--- config.mk ---
export PLATFORM = sky130hd
export DESIGN_NAME = interval_timer_block
export DESIGN_NICKNAME = d
export VERILOG_FILES = /design/src/rtl/itb_pkg.sv /design/src/rtl/itb_channel.sv /design/src/rtl/itb_stamp.sv /design/src/rtl/itb_pending.sv /design/src/rtl/interval_timer_block.sv
export SDC_FILE = /design/constraint.sdc
export NUM_CORES = 1
export LEC_CHECK = 0
export ABC_AREA = 1
export BUFFER_PORTS_ARGS = -buffer_cell sky130_fd_sc_hd__buf_4
export CORE_ASPECT_RATIO = 0.75
export CORE_UTILIZATION = 45
export CTS_BUF_LIST = sky130_fd_sc_hd__clkbuf_4
export DETAILED_ROUTE_END_ITERATION = 10
export PLACE_DENSITY = 0.68
export SLEW_MARGIN = 30
export SYNTH_ARGS = -nofsm -noshare
export SYNTH_HDL_FRONTEND = slang
export SYNTH_SLANG_ARGS = --single-unit
--- constraint.sdc ---
create_clock -name clk -period 2.5 [get_ports clk]
set_clock_uncertainty 0.15 [all_clocks]
set_input_delay 0.5 -clock clk [delete_from_list [all_inputs] [get_ports clk]]
set_output_delay 0.5 -clock clk [all_outputs]
set_load 0.01 [all_outputs]
--- src/rtl/itb_pkg.sv ---
package itb_pkg;
  localparam int DATA_W   = 32;
  localparam int NUM_CH   = 2;
  localparam int EN_BIT   = 0;
  localparam int OS_BIT   = 1;
  localparam int CTRL_W   = 2;
  localparam int FLAG_W   = NUM_CH + 1;

  typedef logic [DATA_W-1:0] word_t;

  // word indexes (byte offset / 4)
  localparam int WIDX_STAMP  = 0;
  localparam int WIDX_STATUS = 8;

  function automatic int ch_count_idx(input int ch);
    return 1 + 2 * ch;
  endfunction

  function automatic int ch_reload_idx(input int ch);
    return 2 + 2 * ch;
  endfunction

  // reload value: control bits count as zero
  function automatic word_t reload_of(input word_t w);
    word_t r;
    r = w;
    r[CTRL_W-1:0] = '0;
    return r;
  endfunction

  function automatic word_t next_count(input word_t cur, input word_t word_nx,
                                       input logic running, input logic start,
                                       input logic halt, input logic expire);
    if (start)               return reload_of(word_nx);
    if (!running || halt)    return cur;
    if (expire)              return word_nx[OS_BIT] ? '0 : reload_of(word_nx);
    return cur - word_t'(1);
  endfunction

  function automatic word_t stamp_next(input word_t cur, input logic wr, input word_t wdata);
    return wr ? wdata : cur + word_t'(1);
  endfunction
endpackage

--- src/rtl/itb_channel.sv ---
module itb_channel
  import itb_pkg::*;
(
  input  logic  clk,
  input  logic  rst_n,
  input  logic  wr_en,
  input  word_t wdata,
  output word_t count,
  output word_t ctrl,
  output logic  running,
  output logic  start,
  output logic  halt,
  output logic  expire
);
  word_t ctrl_q;
  word_t count_q;
  word_t word_nx;

  assign word_nx = wr_en ? wdata : ctrl_q;
  assign running = ctrl_q[EN_BIT];
  assign start   = wr_en && wdata[EN_BIT] && !ctrl_q[EN_BIT];
  assign halt    = wr_en && !wdata[EN_BIT];
  assign expire  = running && !halt && (count_q == '0);

  always_ff @(posedge clk or negedge rst_n) begin
    if (!rst_n) begin
      ctrl_q  <= '0;
      count_q <= '0;
    end else begin
      ctrl_q <= word_nx;
      if (expire && word_nx[OS_BIT]) ctrl_q[EN_BIT] <= 1'b0;
      count_q <= next_count(count_q, word_nx, running, start, halt, expire);
    end
  end

  assign count = count_q;
  assign ctrl  = ctrl_q;
endmodule

--- src/rtl/itb_stamp.sv ---
module itb_stamp
  import itb_pkg::*;
(
  input  logic  clk,
  input  logic  rst_n,
  input  logic  wr_en,
  input  word_t wdata,
  output word_t value,
  output logic  wrap
);
  word_t value_q;

  assign wrap = !wr_en && (value_q == '1);

  always_ff @(posedge clk or negedge rst_n) begin
    if (!rst_n) value_q <= '0;
    else        value_q <= stamp_next(value_q, wr_en, wdata);
  end

  assign value = value_q;
endmodule

--- src/rtl/itb_pending.sv ---
module itb_pending #(
  parameter int N = 3
) (
  input  logic         clk,
  input  logic         rst_n,
  input  logic [N-1:0] set,
  input  logic [N-1:0] clr,
  output logic [N-1:0] pend
);
  logic [N-1:0] pend_q;

  // a new event wins over a simultaneous clear
  always_ff @(posedge clk or negedge rst_n) begin
    if (!rst_n) pend_q <= '0;
    else        pend_q <= (pend_q & ~clr) | set;
  end

  assign pend = pend_q;
endmodule

--- src/rtl/interval_timer_block.sv ---
module interval_timer_block
  import itb_pkg::*;
#(
  parameter int ADDR_W = 8
) (
  input  logic              clk,
  input  logic              rst_n,
  input  logic [ADDR_W-1:0] reg_addr,
  input  logic [31:0]       reg_wdata,
  input  logic              reg_we,
  output logic [31:0]       reg_rdata,
  output logic [NUM_CH-1:0] irq_ch
);
  localparam int IDX_W = ADDR_W - 2;

  logic [IDX_W-1:0] widx;
  assign widx = reg_addr[ADDR_W-1:2];

  word_t [NUM_CH-1:0] ch_count;
  word_t [NUM_CH-1:0] ch_ctrl;
  logic  [NUM_CH-1:0] ch_wr;
  logic  [NUM_CH-1:0] ch_run;
  logic  [NUM_CH-1:0] ch_start;
  logic  [NUM_CH-1:0] ch_halt;
  logic  [NUM_CH-1:0] ch_expire;
  logic  [NUM_CH-1:0] ch_oneshot;

  word_t stamp_val;
  logic  stamp_wr;
  logic  stamp_wrap;

  logic  status_wr;
  logic  [FLAG_W-1:0] flag_set;
  logic  [FLAG_W-1:0] flag_clr;
  logic  [FLAG_W-1:0] flag_q;

  for (genvar c = 0; c < NUM_CH; c++) begin : g_ch
    assign ch_wr[c]      = reg_we && (int'(widx) == ch_reload_idx(c));
    assign ch_oneshot[c] = ch_ctrl[c][OS_BIT];
    itb_channel u_ch (
      .clk     (clk),
      .rst_n   (rst_n),
      .wr_en   (ch_wr[c]),
      .wdata   (reg_wdata),
      .count   (ch_count[c]),
      .ctrl    (ch_ctrl[c]),
      .running (ch_run[c]),
      .start   (ch_start[c]),
      .halt    (ch_halt[c]),
      .expire  (ch_expire[c])
    );
  end

  assign stamp_wr = reg_we && (int'(widx) == WIDX_STAMP);

  itb_stamp u_stamp (
    .clk   (clk),
    .rst_n (rst_n),
    .wr_en (stamp_wr),
    .wdata (reg_wdata),
    .value (stamp_val),
    .wrap  (stamp_wrap)
  );

  assign status_wr = reg_we && (int'(widx) == WIDX_STATUS);
  assign flag_set  = {stamp_wrap, ch_expire};
  assign flag_clr  = status_wr ? reg_wdata[FLAG_W-1:0] : '0;

  itb_pending #(.N(FLAG_W)) u_pend (
    .clk   (clk),
    .rst_n (rst_n),
    .set   (flag_set),
    .clr   (flag_clr),
    .pend  (flag_q)
  );

  assign irq_ch = flag_q[NUM_CH-1:0];

  always_comb begin
    reg_rdata = '0;
    if (int'(widx) == WIDX_STAMP)  reg_rdata = stamp_val;
    if (int'(widx) == WIDX_STATUS) reg_rdata = {{(DATA_W-FLAG_W){1'b0}}, flag_q};
    for (int c = 0; c < NUM_CH; c++) begin
      if (int'(widx) == ch_count_idx(c))  reg_rdata = ch_count[c];
      if (int'(widx) == ch_reload_idx(c)) reg_rdata = ch_ctrl[c];
    end
  end
endmodule

Yosys cells after proc, flatten, opt, wreduce, memory -nomap -nowiden. Index checks and enable logic that the tools add are counted.

Register bits after elaboration: 163. Input port bits: 43. Word-level logic and storage cells: 88.

Add/subtract/negate cells: 3. Eq/ne operators: 6. Mux-type cells: 38. Bitwise gates (word level): 3. Reductions and logical operators: 30.

Operator list (number): two-way mux 32 bit (23); logical NOT 32 bit (2); subtractor 32 x 1 -> 32 bit (second input constant) (2); adder 32 x 1 -> 32 bit (second input constant) (1); == test 32 bit (second input constant) (1); logical AND 1 bit (17); two-way mux 1 bit (14); == test 6 x 3 -> 1 bit (second input constant) (2); == test 6 x 2 -> 1 bit (second input constant) (1); == test 6 x 4 -> 1 bit (second input constant) (1); == test 6 x 5 -> 1 bit (second input constant) (1); logical NOT 1 bit (6); logical NOT 6 bit (1); nonzero test 2 bit (2); AND 3 bit (1); two-way mux 3 bit (1); NOT 3 bit (1); OR 3 bit (1); logical OR 1 bit (2).

Depth between registers and ports, before layout. Gate-level depths: netlist of the first run.

Depth after elaboration: 12. Depth in mapped cells: 15.

Modules after synthesis. A second synthesis of the first run with hierarchy kept.

Cell total of the unflattened synthesis: 1815. Area total of the unflattened synthesis: 11462.2 sq um.

Modules (own cells, without submodules): itb_channel at g_ch[1].u_ch (times used 1, cells each 572, area each 3941.3 sq um); itb_channel at g_ch[0].u_ch (times used 1, cells each 573, area each 3901.2 sq um); itb_stamp (times used 1, cells each 319, area each 2067.0 sq um); interval_timer_block (times used 1, cells each 336, area each 1432.6 sq um); itb_pending (times used 1, cells each 15, area each 120.1 sq um).

Worst setup path after synthesis of the first run. Ideal clock, no wire load.

Path kind: in2out. Start point: in reg_addr[7]. End point: out reg_rdata[10]. Data arrival time: 1.753 ns. Setup slack: 0.097 ns. Stages: 6. Buffers on the path: 3. Path through: nor2_4 > buf_4 > buf_2 > nand4_1 > clkbuf_1 > o211ai_1.

Cells in the longest elaborated chain, start to end: 7. Elaborated cells on any way between the ends: 12.

RTL lines: from (decl) (RTL line interval_timer_block.sv:8) `input logic [ADDR_W-1:0] reg_addr,`; logical NOT 6 bit (RTL line interval_timer_block.sv:81) `if (int'(widx) == WIDX_STAMP) reg_rdata = stamp_val;`; two-way mux 32 bit (RTL line interval_timer_block.sv:81); two-way mux 32 bit (RTL line interval_timer_block.sv:82) `if (int'(widx) == WIDX_STATUS) reg_rdata = {{(DATA_W-FLAG_W){1'b0}}, flag_q};`; two-way mux 32 bit (RTL line interval_timer_block.sv:84) `if (int'(widx) == ch_count_idx(c)) reg_rdata = ch_count[c];`; two-way mux 32 bit (RTL line interval_timer_block.sv:85) `if (int'(widx) == ch_reload_idx(c)) reg_rdata = ch_ctrl[c];`; two-way mux 32 bit (RTL line interval_timer_block.sv:84); two-way mux 32 bit * (RTL line interval_timer_block.sv:85); to (decl) (RTL line interval_timer_block.sv:11) `output logic [31:0] reg_rdata,`.

Every way passes the cells marked *; elsewhere a longest branch is shown, timed or not.

Worst setup path in the final report of the first run.
Start point: reg u_pend.pend_q[1] (netlist: u_pend.pend[1]). End point: out reg_rdata[1].

Cells in the longest elaborated chain, start to end: 5.

RTL lines: from (decl) (RTL line itb_pending.sv:10) `logic [N-1:0] pend_q;`; from (signal assigned) (RTL line itb_pending.sv:15) `else pend_q <= (pend_q & ~clr) | set;`; two-way mux 32 bit (RTL line interval_timer_block.sv:82); two-way mux 32 bit (RTL line interval_timer_block.sv:84); two-way mux 32 bit (RTL line interval_timer_block.sv:85); two-way mux 32 bit (RTL line interval_timer_block.sv:84); two-way mux 32 bit (RTL line interval_timer_block.sv:85).

Every way passes these cells.

==> impl_metrics.ini, run 1 <==
[run_status]
outcome = completed

[finish]
antennaDiodeCount = 0
fin_util_pct = 56.2
multi_input_area_um2 = 6270
seqCellArea_um2 = 4090
fin_area_um2 = 13700
final_nets = 1975
fin_cells = 2273
area_delta_synth_final_pct = 20.5
final_common_cell = nand2_1
num-fill-cells = 2510
drive_above_1_share_pct = 16.0
final_cell_mix = nand2_1 (676), inv_1 (210), nor2_1 (186), buf_4 (163), dfrtp_1 (157)

[yosys]
netlist_instances = 1781
syn_area_per_cell_um2 = 6.38
synthFlopType = dfrtp_1
synthTopCellsByArea = dfrtp_1 (36%), nand2_1 (22%), inv_1 (7.3%), nor2_1 (6.3%), nand3_1 (4.6%)
synthDistinctLibCells = 41
synth_edf_count = 0
synth-seq-area-share_pct = 35.9
synth.top_cell.area_share_pct = 35.9
netlist_area_um2 = 11400
ys_warn_count = 0
synthArstFlopShare_pct = 100
yosysTopAreaCell = dfrtp_1
synth_seq_cells = 163
syn_nets = 1827

[route]
detail-route-antenna-nets = 0
vias = 12100
drt_pass1_iterations = 5
wl_per_cell_um = 17.8
drcViolationCount = 0
drt-initial-drc-count = 1166
wl_um = 40400
viasPerCell = 5.33

[sta]
timing.slew.headroom_pct = 68.8
fmax_mhz = 407
hold_violations = 0
min_period_over_period_pct = 98.2
setup_slack_ns = 0.0445
worstMarginPinSlew_ns = 0.464
rsz0062_at_grt = true
drv_slew = 0
finalSetupViolCount = 0
hold_ws_ns = 0.0472
min_period_ns = 2.46

[setup_path]
cp_cell_sequence = a22oi_1, o21ai_1, a21oi_2, o211ai_1, buf_4
cp-start-kind = flip-flop
endpoint_kind = primary output
slowest_stage = dfrtp_1
crit_required_ns = 1.85
critPathKind = flip-flop to primary output
max_stage_delay_ns = 0.45
crit_arrival_ns = 1.81
crit_fanout = 2

[placed_design]
placed_cell_area_um2 = 12800
gp_congestion = 0.959
place_ws_ns = -0.0554
io_buffers = 74
dp_hpwl_um = 31700
dpl.cell_count = 2205

[floorplanning]
core-area_um2 = 24300
io_pins = 77
dieArea_um2 = 25900
chipWidth_um = 185
die_h_um = 140
rows = 49
initial_core_util_pct = 46.7

[clocking]
clockBufferDepth = 2
insertion_delay_ns = 0.62
h-tree-depth = 4
clkTransAtPathRegs_ns = 0.16
cts_tree = built
clkSinkCount = 163
cts_root_buf = clkbuf_4
cts_buffers = 17

[global_routing]
grt-ovfl-total = 0
grt_max_degree = 43
antenna_found_initial = 0
track_usage_pct = 32.1
first_global_vias = 11100
grt_pass1_wl_um = 62400

[worst_hold_path]
hp-class = primary input to flip-flop

[power]
ir_worst_vdd_mv = 0.494
p_per_area_nw_per_um2 = 785
leakagePower_nw = 7.08

[job]
maxCapViolations = 0
[power by group]
| part | internal (W) | leakage [nW] | switching (W) |
|---|---|---|---|
| registers | 0.00332 | 1.93 | 0.000734 |
| logic | 0.00169 | 4.98 | 0.00313 |
| clock network | 0.000798 | 0.162 | 0.00106 |
[routing by layer]
metal  up-vias  part of all wire [%]  GRT usage [%]
li1       5902                     -              -
met1      5664                    46           48.5
met2       512                    43           47.1
met3        37                   9.3           6.12
met4         0                   1.4           6.48
met5         -                     0              0
[cell type report]
class / instances / share of cell area, %
Clock inverter: 14 / 1.36
Timing Repair Buffer: 198 / 12.5
Inverter: 232 / 6.41
Tap cell: 331 / 3.03
Sequential cell: 163 / 29.9
Multi-Input combinational cell: 1317 / 45.8
Clock buffer: 18 / 0.988
[Yosys cell counts (24+ instances only)]
cell type / number
nand3_1: 105
o21ai_1: 39
clkbuf_1: 37
nand2_1: 676
o21ai_0: 54
o22ai_1: 24
xor2_1: 50
nand4_1: 39
inv_1: 221
dfrtp_1: 163
a21oi_1: 38
nor2_1: 190
[path summary, 6_finish.rpt]
check | from | end | slack (ns) | cells past startpoint
setup / recovery | u_pend.pend[1] | reg_rdata[1] | 0.04 | 5
hold / removal | reg_wdata[26] | g_ch[1].u_ch.ctrl[26] | 0.05 | 3
setup reg to reg | u_stamp.value[1] | u_stamp.value[20] | 0.13 | 12
hold reg to reg | g_ch[0].u_ch.count[0] | g_ch[0].u_ch.count[0] | 0.37 | 1
max in group asynchronous | rst_n | g_ch[1].u_ch.ctrl[2] | 1.34 | 3
min in group asynchronous | rst_n | g_ch[0].u_ch.ctrl[23] | 0.21 | 2
[worst max-delay path, delay by kind of cell, from the launching register on]
kind | cells | cell delay, ns
buffers and inverters | 1 | 0.17
AO/OA/AOI/OAI | 4 | 0.56
flip-flops | 1 | 0.45
[flip-flops by register name (all words and copies together) (netlist names)]
signal           flops
u_stamp.value       32
g_ch.u_ch.count     64
u_pend.pend          3
g_ch.u_ch.ctrl      64
[stage by stage]
step | power (W) | setup TNS [ns]
2_1_floorplan | 0.00699 | 0
6_report | 0.0107 | 0
3_3_place_gp | 0.00851 | -0.0652
3_5_place_dp | 0.00859 | -0.0891
4_1_cts | 0.0105 | -0.0230
5_1_grt | 0.0116 | -0.0950
[timing repair]
| action | 4_1_cts | 5_1_grt |
|---|---|---|
| endpoints found under the hold margin | 81 | 0 |
| buffers inserted | 7 | 10 |
| pin swaps | 5 | 8 |
| setup endpoints to repair | 18 | 62 |
| resized for setup | 21 | 43 |
| hold buffers | 18 | 0 |
| cloned | 0 | 1 |
[kinds of logic (layout without fill, tap and decap cells)]
family,after synthesis,after routing,synth area share [%]
simple gates,1060,1060,38.7
buf+inv,301,462,10.6
compound gates,201,201,10.4
flops,163,163,35.9
xor+xnor,53,53,4.09
fa+ha+maj,3,3,0.331
No activity file was read; power rests on OpenSTA's default activity.
==> run 2, diff against run 1 <==
--- a/config.mk
+++ b/config.mk
@@ -7,11 +7,14 @@
 export LEC_CHECK = 0
 export ABC_AREA = 1
 export BUFFER_PORTS_ARGS = -buffer_cell sky130_fd_sc_hd__buf_4
+export CELL_PAD_IN_SITES_DETAIL_PLACEMENT = 0
+export CELL_PAD_IN_SITES_GLOBAL_PLACEMENT = 2
 export CORE_ASPECT_RATIO = 0.75
-export CORE_UTILIZATION = 45
+export CORE_MARGIN = 4
+export CORE_UTILIZATION = 35
 export CTS_BUF_LIST = sky130_fd_sc_hd__clkbuf_4
 export DETAILED_ROUTE_END_ITERATION = 10
-export PLACE_DENSITY = 0.68
+export PLACE_DENSITY = 0.89
 export SLEW_MARGIN = 30
 export SYNTH_ARGS = -nofsm -noshare
 export SYNTH_HDL_FRONTEND = slang
==> impl_metrics.ini, run 2 (synthesis results as in run 1) <==
[setup_path]
endpoint_kind = primary output
endpoint = reg_rdata[1]
reg2reg_from = g_ch[0].u_ch.count[9]
cp_cell_sequence = buf_6, nor2_4, buf_12, nand4_1, buf_6, buf_4, clkbuf_16, o211ai_1, buf_4
crit_fanout = 13
crit_family = buffers and inverters
crit_required_ns = 1.85
cp-start-kind = primary input
reg2reg_to = g_ch[0].u_ch.count[23]
cp-startpoint = reg_addr[7]
critPathBufInv = 6
crit_arrival_ns = 1.87
slowest_stage = o211ai_1
r2r_cells = 13
critPathKind = primary input to primary output
critical_path_depth = 9
reg2reg_slack_ns = 0.09
max_stage_delay_ns = 0.24

[finish]
final_cell_mix = nand2_1 (672), buf_4 (200), inv_1 (196), nor2_1 (174), dfrtp_1 (152)
fin_util_pct = 46.2
final_nets = 2037
drive_above_1_share_pct = 20.6
final_common_cell = nand2_1
area_delta_synth_final_pct = 28.6

[power]
p_per_area_nw_per_um2 = 767
ir_worst_vdd_mv = 0.321
leakagePower_nw = 7.48
finalPower_w = 0.0112

[clocking]
clkSinkCount = 163
clockBufferDepth = 2
insertion_delay_ns = 0.62
cts_tree = built
clkTransAtPathRegs_ns = 0.15
cts_buffers = 17
h-tree-depth = 4
cts_root_buf = clkbuf_4

[floorplanning]
core-area_um2 = 31600
die_h_um = 164
initial_core_util_pct = 35.9
io_pins = 77
rows = 56
dieArea_um2 = 35400
chipWidth_um = 216

[sta]
setup_slack_ns = -0.0212
min_period_over_period_pct = 101
worstMarginPinSlew_ns = 0.610
hold_violations = 0
finalSetupViolCount = 3
timing.slew.headroom_pct = 59.2
fmax_mhz = 397
drv_slew = 0
rsz0062_at_grt = true
min_period_ns = 2.52

[route]
drcViolationCount = 0
wl_per_cell_um = 18.2
vias = 12300
wl_um = 44500
detail-route-antenna-nets = 0
viasPerCell = 5.03
drt-initial-drc-count = 1107
drt_pass1_iterations = 5

[run_status]
failed_checks = negative setup slack
outcome = finished, violations left

[placed_design]
gp_congestion = 0.961
io_buffers = 74
dp_hpwl_um = 34600

[job]
maxCapViolations = 0

[worst_hold_path]
hp-class = primary input to flip-flop
hold_depth = 3

[global_routing]
grt_max_degree = 52
antenna_found_initial = 1
track_usage_pct = 24.8
grt-ovfl-total = 0
first_global_vias = 11600
grt_pass1_wl_um = 67300
-- run 2: how the worst min path moves through the flow --
stage,from,endpoint,slack (ns)
global placement,g_ch[0].u_ch.count[0],g_ch[0].u_ch.count[0],0.33
global route,reg_wdata[6],u_stamp.value[6],0.02
finish,reg_wdata[6],u_stamp.value[6],0.06
CTS,reg_wdata[4],u_stamp.value[4],0.01
detailed placement,u_stamp.value[0],u_stamp.value[0],0.35
floorplan,rst_n,g_ch[0].u_ch.count[0],0.05
-- run 2: repair_timing --
| item | in CTS | in global routing |
|---|---|---|
| gates resized for setup | 50 | 82 |
| pin swaps | 13 | 21 |
| cloned | 0 | 3 |
| endpoints found under the hold margin | 75 | 0 |
| setup endpoints to repair | 28 | 69 |
| hold buffers | 22 | 0 |
| buffers inserted | 26 | 40 |
-- run 2: worst reg2reg max path, delay by kind of cell, from the launching register on --
family	cells	cell delay, ns
DFF	1	0.43
buffers and inverters	1	0.15
and+or+nand+nor	12	1.61
-- run 2: power by group --
part / internal, W / switching, W / total, W / leakage (nW)
Combinational: 0.00201 / 0.00337 / 0.00539 / 5.38
Sequential: 0.00332 / 0.000666 / 0.00399 / 1.93
Clock: 0.000798 / 0.00103 / 0.00182 / 0.171
Total: 0.00613 / 0.00507 / 0.0112 / 7.48
-- run 2: routing by layer --
| layer | track usage (%) | vias up | routed length (µm) |
|---|---|---|---|
| met4 | 4.36 | 0 | 473 |
| met1 | 38.2 | 5797 | 22000 |
| li1 | - | 6029 | - |
| met2 | 36.1 | 425 | 18400 |
| met3 | 5.27 | 29 | 3570 |
| met5 | 0 | - | 0 |
-- run 2: through the flow --
stage          hold WS, ns  worst slack [ns]  setup TNS [ns]  instance area [µm²]  std cells
2_1_floorplan       0.0544            0.0966               0                11400       1781
3_3_place_gp         0.329           -0.0791          -0.202                13100       2318
3_5_place_dp         0.353           -0.0730          -0.390                13100       2318
4_1_cts             0.0112           -0.0709          -0.180                14000       2396
5_1_grt             0.0205            -0.108          -0.427                14600       2441
6_report            0.0611           -0.0212         -0.0298                14600       2441
-- run 2: area by class of cell --
cell class | instances | area, µm²
antenna | 2 | 5.00
clock buffer | 19 | 143
clock inverter | 13 | 165
fill | 3357 | 17000
inverter | 232 | 881
multi-input combinational | 1317 | 6390
sequential | 163 | 4090
tap | 435 | 544
timing repair buffer | 260 | 2380
